**src/rtl/fault_latch_pkg.sv**
```systemverilog
package fault_latch_pkg;
  localparam int FLT_W = 8;
  typedef logic [FLT_W-1:0] flt_vec_t;
  typedef enum int {
    RAIL1_UNDER = 0, RAIL1_OVER = 1,
    RAIL2_UNDER = 2, RAIL2_OVER = 3,
    RAIL3_UNDER = 4, RAIL3_OVER = 5,
    OVERLOAD    = 6, MALFUNCTION = 7
  } flt_bit_e;
endpackage

```
**src/rtl/flr_sync.sv**
```systemverilog
module flr_sync #(
  parameter int W = 8,
  parameter int STAGES = 2
) (
  input  logic         clk,
  input  logic         rst_n,
  input  logic [W-1:0] d_i,
  output logic [W-1:0] q_o
);
  logic [W-1:0] stg [STAGES];

  genvar g;
  generate
    for (g = 0; g < STAGES; g++) begin : g_stage
      always_ff @(posedge clk or negedge rst_n) begin
        if (!rst_n) stg[g] <= '0;
        else if (g == 0) stg[g] <= d_i;
        else stg[g] <= stg[(g == 0) ? 0 : g-1];
      end
    end
  endgenerate

  assign q_o = stg[STAGES-1];
endmodule

```
**src/rtl/flr_hold_timer.sv**
```systemverilog
module flr_hold_timer #(
  parameter int HOLD_CYCLES = 2500000
) (
  input  logic clk,
  input  logic rst_n,
  input  logic restart_i,
  output logic release_o
);
  localparam int CW = $clog2(HOLD_CYCLES + 1);
  localparam logic [CW-1:0] LAST = CW'(HOLD_CYCLES - 1);
  localparam logic [CW-1:0] DONE = CW'(HOLD_CYCLES);

  logic [CW-1:0] cnt;

  always_ff @(posedge clk or negedge rst_n) begin
    if (!rst_n) cnt <= '0;
    else if (restart_i) cnt <= '0;
    else if (cnt != DONE) cnt <= cnt + 1'b1;
  end

  assign release_o = !restart_i && (cnt == LAST);

  // counter saturates at the hold length
  a_r5_cnt_bound: assert property (@(posedge clk) disable iff (!rst_n) cnt <= DONE);
  // one release per quiet period
  a_r5_single_release: assert property (@(posedge clk) disable iff (!rst_n)
    release_o |=> !release_o);
endmodule

```
**src/rtl/flr_snapshot.sv**
```systemverilog
module flr_snapshot #(
  parameter int W = 8
) (
  input  logic         clk,
  input  logic         rst_n,
  input  logic         req_i,
  input  logic [W-1:0] data_i,
  output logic         valid_o,
  input  logic         ready_i,
  output logic [W-1:0] data_o
);
  logic load;
  assign load = req_i && (!valid_o || ready_i);

  always_ff @(posedge clk or negedge rst_n) begin
    if (!rst_n) begin
      valid_o <= 1'b0;
      data_o  <= '1;
    end else if (load) begin
      valid_o <= 1'b1;
      data_o  <= data_i;
    end else if (ready_i) begin
      valid_o <= 1'b0;
    end
  end

  // a stalled snapshot keeps its data
  a_r8_hold_stalled: assert property (@(posedge clk) disable iff (!rst_n)
    (valid_o && !ready_i) |=> (valid_o && $stable(data_o)));
endmodule

```
**src/rtl/fault_latch_reg.sv**
```systemverilog
module fault_latch_reg
  import fault_latch_pkg::*;
#(
  parameter int HOLD_CYCLES = 2500000,
  parameter int SYNC_STAGES = 2
) (
  input  logic             clk,
  input  logic             rst_n,
  input  logic [FLT_W-1:0] fault_i,
  input  logic [FLT_W-1:0] inject_i,
  input  logic             idle_i,
  input  logic             mask_we_i,
  input  logic [FLT_W-1:0] mask_wdata_i,
  input  logic             st_begin_i,
  input  logic             st_done_i,
  input  logic [FLT_W-1:0] st_result_i,
  input  logic             snap_req_i,
  output logic             snap_valid_o,
  input  logic             snap_ready_i,
  output logic [FLT_W-1:0] snap_data_o,
  output logic [FLT_W-1:0] fault_reg_o,
  output logic             fail_n_o
);
  flt_vec_t fault_sync, fault_act, fault_reg, mask, restore;
  logic     rep_active, restart, release_now, st_fail, started;

  flr_sync #(.W(FLT_W), .STAGES(SYNC_STAGES)) i_sync (
    .clk(clk), .rst_n(rst_n), .d_i(fault_i), .q_o(fault_sync));

  assign fault_act  = fault_sync | inject_i;
  assign rep_active = |(fault_act & mask);
  assign restart    = rep_active || !idle_i || mask_we_i;

  flr_hold_timer #(.HOLD_CYCLES(HOLD_CYCLES)) i_timer (
    .clk(clk), .rst_n(rst_n), .restart_i(restart), .release_o(release_now));

  assign restore = release_now ? mask : '0;

  always_ff @(posedge clk or negedge rst_n) begin
    if (!rst_n) begin
      fault_reg <= '1;
      mask      <= '1;
      st_fail   <= 1'b0;
      started   <= 1'b0;
    end else begin
      started   <= 1'b1;
      fault_reg <= (fault_reg | restore) & ~fault_act;
      if (mask_we_i) mask <= mask_wdata_i;
      if (st_begin_i) st_fail <= 1'b0;
      else if (st_done_i) st_fail <= |(~st_result_i & mask);
    end
  end

  flr_snapshot #(.W(FLT_W)) i_snap (
    .clk(clk), .rst_n(rst_n), .req_i(snap_req_i), .data_i(fault_reg),
    .valid_o(snap_valid_o), .ready_i(snap_ready_i), .data_o(snap_data_o));

  assign fault_reg_o = fault_reg;
  assign fail_n_o    = !(|(~fault_reg & mask) || st_fail);

  // an active fault leaves its bit at 0 after the edge
  a_r2_active_clears: assert property (@(posedge clk) disable iff (!rst_n)
    started |=> ((fault_reg & $past(fault_act)) == '0));
  // a bit only rises on a release, and only where the mask reports
  a_r5_rise_only_on_release: assert property (@(posedge clk) disable iff (!rst_n)
    started |=> ((~$past(fault_reg) & fault_reg &
                  ~($past(release_now) ? $past(mask) : '0)) == '0));
  // no release while a reported fault is still present
  a_r5_no_release_active: assert property (@(posedge clk) disable iff (!rst_n)
    release_now |-> !rep_active);
  // starting a self test drops the self-test failure flag
  a_r7_begin_clears: assert property (@(posedge clk) disable iff (!rst_n)
    st_begin_i |=> !st_fail);
endmodule

```
**config.mk**
```make
export PLATFORM = sky130hd
export DESIGN_NAME = fault_latch_reg
export DESIGN_NICKNAME = d
export VERILOG_FILES = /design/src/rtl/fault_latch_pkg.sv /design/src/rtl/flr_sync.sv /design/src/rtl/flr_hold_timer.sv /design/src/rtl/flr_snapshot.sv /design/src/rtl/fault_latch_reg.sv
export SDC_FILE = /design/constraint.sdc
export NUM_CORES = 1
export LEC_CHECK = 0
export ABC_AREA = 1
export BUFFER_PORTS_ARGS = -buffer_cell sky130_fd_sc_hd__buf_2
export CAP_MARGIN = 40
export CORE_MARGIN = 3
export CORE_UTILIZATION = 35
export DETAILED_ROUTE_END_ITERATION = 8
export SLEW_MARGIN = 20
export SYNTH_ARGS = -nofsm -noshare
export SYNTH_HDL_FRONTEND = slang
export SYNTH_SLANG_ARGS = --single-unit
```
**constraint.sdc**
```tcl
create_clock -name clk -period 1.5 [get_ports clk]
set_input_delay 0.075 -clock clk [delete_from_list [all_inputs] [get_ports clk]]
set_output_delay 0.075 -clock clk [all_outputs]
set_load 0.02 [all_outputs]
```
==> results.yml, run 1 <==
finish:
  layout.nets: 532
  diodes: 0
  final_cell_area_um2: 4579
  area_delta_synth_final_pct: 56.48
  final_layout_size_suffix_gt1_frac: 0.4505
  fin_util: 0.5777
routing:
  ant_nets: 0
  via_per_inst: 4.734
  met1_length_um: 3733
  dr_wl_met2_um: 4197
  drt-initial-drc-count: 167
  drc_errors: 0
  drt_pass1_iterations: 5
  vias: 2826
  top_layer_used: "met4"
  met3_length_um: 350
  finalWirelength_um: 8369
  post_drt_wl_per_cell_um: 14.02
yosys:
  seq_area_frac_synth: 0.5575
  ys.flop_type: "dfrtp_1"
  synth_commonest_cells: "nand2_1 (69), nor2_1 (50), inv_1 (47), dfrtp_1 (40), o21ai_0 (25)"
  ys_ff_latch: 64
  syn_area_per_cell_um2: 8.483
  synth_cell_types: 29
  yosysWarnings: 0
  netlist.area_leader.share: 0.3420
  synth.largest_area_cell: "dfrtp_1"
  synth_edf_count: 0
  synth.area.top_cells: "dfrtp_1 (34%), dfstp_2 (22%), nand2_1 (8.8%)"
  synth_most_common_cell: "nand2_1"
  synth_async_sr_flop_share: 1.000
  syn-num-nets: 387
  syn_area_um2: 2927
  synth_cells: 345
worst_hold_path:
  hp-class: "input pin to flip-flop"
  holdPathStages: 5
clock_network:
  clkLatencyLatePin_ns: 0.34
  clock-sinks: 64
  cts_tree: "done"
  clk_pin_slew_worst_paths_ns: 0.07
  cts.htree.levels: 3
  clockRootBuffer: "clkbuf_8"
  numCtsBuffers: 9
  cts.path.max_buffers: 2
sta:
  min_period_ns: 1.604
  max_freq_ghz: 0.6233
  relSlewSlack: 0.6767
  worst_hold_slack_ns: 0.08272
  fin_worst_skew_ns: 0.009399
  slew_violations: 0
  worst_pin_slew_ns: 0.4849
  finalCritPeriodShare: 1.070
  rsz0062_at_grt: "true"
  fin_ws_ns: -0.1043
  finalSetupViolCount: 21
  hold_violations: 0
floorplan:
  die_w_um: 97.44
  start_util: 0.3692
  ios: 58
  rows: 32
  dieArea_um2: 9495
  die_y_um: 97.44
  coreArea_um2: 7928
global_routing:
  antenna_found_initial: 0
  grt_max_degree: 30
  grt.total_usage: 0.1716
  grt_pass1_wl_um: 13080
  grt.overflow.total: 0
  grt_pass1_vias: 2685
place:
  dp_slack_ns: -0.06132
  place_area_um2: 3587
  portBuffers: 57
  place_congestion: 0.8495
  hpwl_um: 5412
worst_setup_path:
  arrival_ns: 1.88
  cp.required_ns: 1.78
  start_kind: "flip-flop"
  crit_type: "flip-flop to flip-flop"
  worst-path-max-fanout: 8
  cp-end-kind: "flip-flop"
  ff2ff_path_depth: 8
flow_run:
  maxCapViolations: 0
power_and_ir_drop:
  leakagePower_nw: 1.951
  power_w: 0.003809
  peakVddDrop_v: 0.0007234
  power_density_nw_per_um2: 831.7
run_status:
  failed_checks: "setup timing"
  status: "finished with violations"
path summary, 6_finish.rpt:
path	slack, ns	start	to
max	-0.10	i_timer.cnt[0]$_DFFE_PN0P_	fault_reg_o[6]$_DFF_PN1_
min	0.08	inject_i[7]	fault_reg_o[7]$_DFF_PN1_
max reg2reg	-0.10	i_timer.cnt[0]$_DFFE_PN0P_	fault_reg_o[6]$_DFF_PN1_
min reg2reg	0.35	i_sync.stg[11]$_DFF_PN0_	i_sync.q_o[3]$_DFF_PN0_
max in group asynchronous	0.62	rst_n	mask[0]$_DFFE_PN1P_
min in group asynchronous	0.22	rst_n	i_sync.q_o[7]$_DFF_PN0_
logic make-up (layout without fill, tap and decap cells):
kind of cell | Yosys count | count (layout) | synth area share
AO/OA/AOI/OAI | 55 | 55 | 0.09876
flip-flops | 64 | 64 | 0.5575
buffers and inverters | 54 | 204 | 0.07354
AND/OR/NAND/NOR | 170 | 170 | 0.2617
adder cells (fa/ha/maj) | 2 | 2 | 0.008549
state kept, by name (all words and copies together) (netlist names):
register        flops
fault_reg_o         8
i_snap.data_o       8
i_snap.valid_o      1
i_sync.q_o          8
i_sync.stg          8
i_timer.cnt        22
mask                8
st_fail             1
metrics by stage:
step,instances,setup TNS [ns]
floorplan,345,0
global placement,532,-0.02595
finish,597,-1.307
CTS,584,-0.7889
detailed placement,532,-0.4195
global route,597,-4.198
worst max-delay path: stages (launching register included):
cell,delay (ns)
dfrtp_1,0.38
ha_2,0.20
nand2_2,0.08
nor2_4,0.11
buf_6,0.10
nand4_1,0.11
nor2_4,0.30
nand3_2,0.13
a21oi_2,0.14
where the power goes:
part / leakage [nW] / internal (W) / switching (W)
registers: 0.767 / 0.00179 / 0.0000250
clock network: 0.110 / 0.000937 / 0.000701
logic: 1.07 / 0.000176 / 0.000180
layout by cell type (no fill, tap or decap), types with 3 or more instances in the layout:
master         synthesis  layout
a21oi_2                0      11
inv_2                  2       5
buf_12                 0       4
nor3_1                 4       4
dfrtp_1               40      40
a21oi_1               23      12
dlygate4sd3_1          0      27
o21ai_0               25      17
nor2_4                 2       4
nand3_4                0       3
o21ai_2                0       7
o22ai_1                3       3
inv_1                 47      43
buf_2                  1      56
buf_6                  1       6
nor2_2                 2       8
nand3_2                2       9
buf_4                  1      44
clkbuf_8               0       9
nand2_2                0      11
nor2_1                50      42
dfstp_2               24      24
nand2_1               69      56
nand4_1                7       7
nand3_1               24      14
area by class of cell:
cell class / instances / area [um^2]
Multi-Input combinational cell: 227 / 1336
Inverter: 49 / 186.4
Clock buffer: 9 / 123.9
Fill cell: 698 / 3348
Clock inverter: 7 / 95.09
Sequential cell: 64 / 1632
Tap cell: 102 / 127.6
Timing Repair Buffer: 139 / 1079
metal layers:
metal	vias up	track usage
met3	7	0.03805
li1	1403	-
met5	-	0
met4	0	0.05431
met1	1347	0.2345
met2	69	0.2720
timing repair:
item | 4_1_cts | 5_1_grt
pin swaps | 16 | 23
hold endpoints to repair | 35 | 0
setup buffers | 8 | 12
hold buffers | 27 | 0
gates cloned | 1 | 2
resized for setup | 34 | 51
setup endpoints to repair | 23 | 31
Power figures use the tool's default switching activity.
==> run 2, diff against run 1 <==
--- a/config.mk
+++ b/config.mk
@@ -11,6 +11,7 @@
 export CORE_MARGIN = 3
 export CORE_UTILIZATION = 35
 export DETAILED_ROUTE_END_ITERATION = 8
+export HOLD_SLACK_MARGIN = 0.12
 export SLEW_MARGIN = 20
 export SYNTH_ARGS = -nofsm -noshare
 export SYNTH_HDL_FRONTEND = slang
==> results.yml, run 2 (same netlist as run 1, synthesis figures left out) <==
run_status:
  status: "finished with violations"
  failed_checks: "setup timing"
sta:
  relSlewSlack: 0.6855
  finalCritPeriodShare: 1.071
  finalSetupViolCount: 23
  fin_ws_ns: -0.1064
  worst_pin_slew_ns: 0.4718
  slew_violations: 0
  hold_violations: 0
  max_freq_ghz: 0.6225
  rsz0062_at_grt: "true"
  fin_worst_skew_ns: 0.01232
  min_period_ns: 1.606
finish:
  fillCellCount: 698
  regArea_um2: 1632
  layout.nets: 542
  diodes: 0
  largest-register: "i_timer.cnt"
  area_delta_synth_final_pct: 57.97
  largest_reg_flops: 22
  final_layout_size_suffix_gt1_frac: 0.4356
  final_cell_area_um2: 4623
  final_common_cell: "nand2_1"
  fin_util: 0.5832
  mostFrequentLayoutCells: "nand2_1 (60), buf_2 (56), buf_4 (48)"
  multi_input_area_um2: 1304
floorplan:
  die_y_um: 97.44
  rows: 32
  dieArea_um2: 9495
  ios: 58
  coreArea_um2: 7928
  start_util: 0.3692
  die_w_um: 97.44
worst_setup_path:
  start_kind: "flip-flop"
  arrival_ns: 1.89
  cp_top_family: "simple AND/OR/NAND/NOR gates"
  cpMostUsedCell: "nor2_4"
  path_cells: "ha_2 > nand2_2 > nor2_4 > buf_6 > nand4_1 > nor2_4 > nand3_2 > a21oi_2"
  crit_type: "flip-flop to flip-flop"
  crit_slowest_cell: "dfrtp_1"
  worst-path-max-fanout: 8
  cp.required_ns: 1.78
  cpPeakStageDelay_ns: 0.38
  cp-end-kind: "flip-flop"
  crit_buf_inv: 1
routing:
  via_per_inst: 4.743
  drt_pass1_iterations: 4
  drt-initial-drc-count: 123
  drc_errors: 0
  vias: 2879
  ant_nets: 0
  finalWirelength_um: 8509
  post_drt_wl_per_cell_um: 14.02
place:
  place_area_um2: 3587
  hpwl_um: 5412
  place_congestion: 0.8495
  portBuffers: 57
clock_network:
  clock-sinks: 64
  clkLatencyLatePin_ns: 0.35
  cts.path.max_buffers: 2
  clk_pin_slew_worst_paths_ns: 0.08
  cts_tree: "done"
  clockRootBuffer: "clkbuf_8"
  numCtsBuffers: 9
  cts.htree.levels: 3
global_routing:
  grt.total_usage: 0.1743
  grt_max_degree: 30
  grt_pass1_wl_um: 13270
  antenna_found_initial: 0
  grt.overflow.total: 0
  grt_pass1_vias: 2740
power_and_ir_drop:
  p_int_w: 0.002924
  p_comb_frac: 0.101
  swShare: 0.2416
  seqPwrFrac: 0.471
  power_switching_w: 0.0009316
  pwr-share-clk: 0.428
  leakagePower_nw: 1.991
  peakVddDrop_v: 0.0007195
  power_density_nw_per_um2: 834.1
worst_hold_path:
  hp-class: "input pin to flip-flop"
flow_run:
  maxCapViolations: 0
==> run 2: worst reg2reg max path: cells and delay by family (launching register included) <==
family | cells | cell delay, ns
buffers and inverters | 1 | 0.10
DFF | 1 | 0.38
and+or+nand+nor | 5 | 0.72
adders and majority gates | 1 | 0.20
AOI/OAI and AO/OA | 1 | 0.14
==> run 2: through the flow <==
step / setup TNS, ns / instances / hold WS [ns] / setup WS (ns) / power [W]
after floorplan: 0 / 345 / -0.2206 / 0.1175 / 0.001942
after global placement: -0.02595 / 532 / 0.06052 / -0.01166 / 0.002084
after detailed placement: -0.4195 / 532 / 0.05845 / -0.06132 / 0.002087
after CTS: -0.7652 / 592 / 0.1219 / -0.1141 / 0.003843
after global routing: -4.811 / 607 / 0.1287 / -0.2396 / 0.004014
final: -1.352 / 607 / 0.1138 / -0.1064 / 0.003856
==> run 2: layout make-up <==
| type | instances | area share |
|---|---|---|
| Clock buffer | 9 | 0.02679 |
| Clock inverter | 7 | 0.02057 |
| Inverter | 49 | 0.03978 |
| Multi-Input combinational cell | 227 | 0.2820 |
| Sequential cell | 64 | 0.3529 |
| Tap cell | 102 | 0.02760 |
| Timing Repair Buffer | 149 | 0.2503 |
==> run 2: path summary, 6_finish.rpt <==
| check | slack [ns] | to | depth (start not counted) | from |
|---|---|---|---|---|
| worst max-delay path | -0.11 | fault_reg_o[7]$_DFF_PN1_ | 8 | i_timer.cnt[0]$_DFFE_PN0P_ |
| worst min-delay path | 0.11 | mask[7]$_DFFE_PN1P_ | 3 | mask_we_i |
| worst min register to register | 0.35 | i_sync.q_o[3]$_DFF_PN0_ | 0 | i_sync.stg[11]$_DFF_PN0_ |
| worst max register to register | -0.11 | fault_reg_o[7]$_DFF_PN1_ | 8 | i_timer.cnt[0]$_DFFE_PN0P_ |
| max in group asynchronous | 0.64 | mask[0]$_DFFE_PN1P_ | 3 | rst_n |
| min in group asynchronous | 0.21 | i_sync.q_o[7]$_DFF_PN0_ | 2 | rst_n |
==> run 2: what timing repair did <==
action                                  CTS  global route
cloned                                    1             2
setup buffers                             8            14
endpoints found under the setup margin   23            36
hold buffers                             35             1
resized for setup                        34            44
endpoints found under the hold margin    72             1
pin swaps                                16            22
==> run 2: per-layer routing <==
metal / wire [um] / GRT usage / share of wire
met4: 208 / 0.05964 / 0.024
met2: 4123 / 0.2773 / 0.48
met3: 432 / 0.03877 / 0.051
met1: 3744 / 0.2353 / 0.44
met5: 0 / 0 / 0
==> run 2: power by group through the flow <==
| stage | logic [W] | registers, W | clock network [W] |
|---|---|---|---|
| 3_3_place_gp | 0.000240 | 0.00184 | 0 |
| 3_5_place_dp | 0.000243 | 0.00184 | 0 |
| 6_report | 0.000389 | 0.00182 | 0.00165 |
| 2_1_floorplan | 0.000101 | 0.00184 | 0 |
| 4_1_cts | 0.000345 | 0.00182 | 0.00168 |
| 5_1_grt | 0.000428 | 0.00182 | 0.00177 |
==> run 3, diff against run 2 <==
--- a/config.mk
+++ b/config.mk
@@ -8,8 +8,9 @@
 export ABC_AREA = 1
 export BUFFER_PORTS_ARGS = -buffer_cell sky130_fd_sc_hd__buf_2
 export CAP_MARGIN = 40
-export CORE_MARGIN = 3
+export CORE_MARGIN = 2
 export CORE_UTILIZATION = 35
+export CTS_CLUSTER_SIZE = 25
 export DETAILED_ROUTE_END_ITERATION = 8
 export HOLD_SLACK_MARGIN = 0.12
 export SLEW_MARGIN = 20
==> constraint.sdc (replaced) <==
create_clock -name clk -period 1.5 [get_ports clk]
set_input_delay 0.075 -clock clk [delete_from_list [all_inputs] [get_ports clk]]
set_output_delay 0.075 -clock clk [all_outputs]
set_load 0.005 [all_outputs]
==> results.yml, run 3 (same netlist as run 1, synthesis figures left out) <==
finish:
  mostFrequentLayoutCells: "nand2_1 (66), buf_2 (57), nor2_1 (46)"
  layout.cells.non_filler: 591
  diodes: 0
  final_cell_area_um2: 4284
  area_delta_synth_final_pct: 46.39
  final_layout_size_suffix_gt1_frac: 0.3333
  layout.nets: 523
  largest-register: "i_timer.cnt"
  final_common_cell: "nand2_1"
  fillCellCount: 764
  largest_reg_flops: 22
worst_setup_path:
  startpoint: "i_timer.cnt[0]$_DFFE_PN0P_"
  cp.required_ns: 1.77
  r2r-start: "i_timer.cnt[0]$_DFFE_PN0P_"
  start_kind: "flip-flop"
  crit_type: "flip-flop to flip-flop"
  cp-end-kind: "flip-flop"
  worst-path-max-fanout: 4
  arrival_ns: 1.81
routing:
  ant_nets: 0
  drt_pass1_iterations: 5
  drc_errors: 0
  post_drt_wl_per_cell_um: 12.63
  via_per_inst: 4.660
  drt-initial-drc-count: 94
  finalWirelength_um: 7465
  vias: 2754
power_and_ir_drop:
  power_w: 0.003783
  power_switching_w: 0.0008901
  seqPwrFrac: 0.480
  p_int_w: 0.002892
  leakagePower_nw: 1.836
  p_comb_frac: 0.086
  power_density_nw_per_um2: 882.9
  peakVddDrop_v: 0.0005747
  pwr-share-clk: 0.434
  swShare: 0.2353
sta:
  relSlewSlack: 0.7089
  hold_violations: 0
  worst_pin_slew_ns: 0.4357
  fin_ws_ns: -0.03801
  finalCritPeriodShare: 1.025
  rsz0062_at_grt: "true"
  fin_worst_skew_ns: 0.01572
  finalSetupViolCount: 9
  min_period_ns: 1.538
  slew_violations: 0
  worst_hold_slack_ns: 0.1288
  max_freq_ghz: 0.6502
floorplan:
  die_w_um: 95.44
  dieArea_um2: 9109
  start_util: 0.3580
  rows: 33
  die_y_um: 95.44
  coreArea_um2: 8175
  ios: 58
clock_network:
  cts.path.max_buffers: 2
  cts.htree.levels: 3
  clkLatencyLatePin_ns: 0.34
  clock-sinks: 64
  clockRootBuffer: "clkbuf_8"
  numCtsBuffers: 9
  clk_pin_slew_worst_paths_ns: 0.08
  cts_tree: "done"
global_routing:
  grt.overflow.total: 0
  grt.total_usage: 0.1795
  grt_max_degree: 31
  grt_pass1_vias: 2813
  grt_pass1_wl_um: 12610
  antenna_found_initial: 0
place:
  place_area_um2: 3540
  portBuffers: 57
  hpwl_um: 5211
  place_inst: 529
  place_congestion: 0.8387
worst_hold_path:
  hp-class: "input pin to flip-flop"
  hp-start: "st_result_i[1]"
flow_run:
  maxCapViolations: 0
run_status:
  failed_checks: "setup timing"
  status: "finished with violations"
[run 3: layout make-up]
type | instances | area (um^2) | area share
multi-input combinational | 227 | 1159 | 0.2704
clock inverter | 7 | 95.09 | 0.02220
clock buffer | 9 | 123.9 | 0.02891
sequential | 64 | 1632 | 0.3808
tap | 105 | 131.4 | 0.03067
inverter | 49 | 183.9 | 0.04293
timing repair buffer | 130 | 959.7 | 0.2240
[run 3: worst max-delay path, stage by stage (launching register included)]
cell and delay, ns:
dfrtp_1 0.39, ha_2 0.20, nand2_2 0.07, nor2_4 0.11, buf_6 0.10, nand4_1 0.19
inv_2 0.14, nand2_2 0.06, nand2_2 0.07, nand2_1 0.05, nor2_1 0.09
[run 3: per-stage QoR]
stage / utilization / setup TNS [ns] / setup slack [ns]
2_1_floorplan: - / 0 / 0.1175
3_3_place_gp: 0.4330 / -0.06068 / -0.02032
3_5_place_dp: 0.4330 / -0.2656 / -0.05011
4_1_cts: 0.5161 / -0.1775 / -0.04778
5_1_grt: 0.5240 / -2.918 / -0.1769
6_report: 0.5240 / -0.1607 / -0.03801
[run 3: path summary, 6_finish.rpt]
| path | cells past startpoint | slack [ns] | endpoint |
|---|---|---|---|
| max reg2reg | 10 | -0.04 | i_timer.cnt[14]$_DFFE_PN0P_ |
| min reg2reg | 0 | 0.35 | i_sync.q_o[0]$_DFF_PN0_ |
| max in group asynchronous | 3 | 0.63 | i_sync.q_o[5]$_DFF_PN0_ |
| min in group asynchronous | 2 | 0.32 | mask[5]$_DFFE_PN1P_ |
| min | 4 | 0.13 | st_fail$_DFFE_PN0P_ |
| max | 10 | -0.04 | i_timer.cnt[14]$_DFFE_PN0P_ |
[run 3: timing repair]
item,4_1_cts,5_1_grt
pin swaps,5,7
resized for setup,12,12
hold buffers,39,0
buffers inserted,4,3
setup endpoints to repair,14,31
endpoints found under the hold margin,90,0
[run 3: metal layers]
layer  GRT usage  wire (um)
met1      0.2358       3339
met2      0.2829       3610
met5           0          0
met4     0.09524        216
met3     0.03162        299
[run 3: power groups by stage]
stage | Sequential [W] | Combinational (W) | Clock (W)
after global routing | 0.00182 | 0.000363 | 0.00174
final | 0.00182 | 0.000324 | 0.00164
after CTS | 0.00181 | 0.000317 | 0.00167
after floorplan | 0.00184 | 0.0000986 | 0
after detailed placement | 0.00185 | 0.000231 | 0
after global placement | 0.00184 | 0.000230 | 0
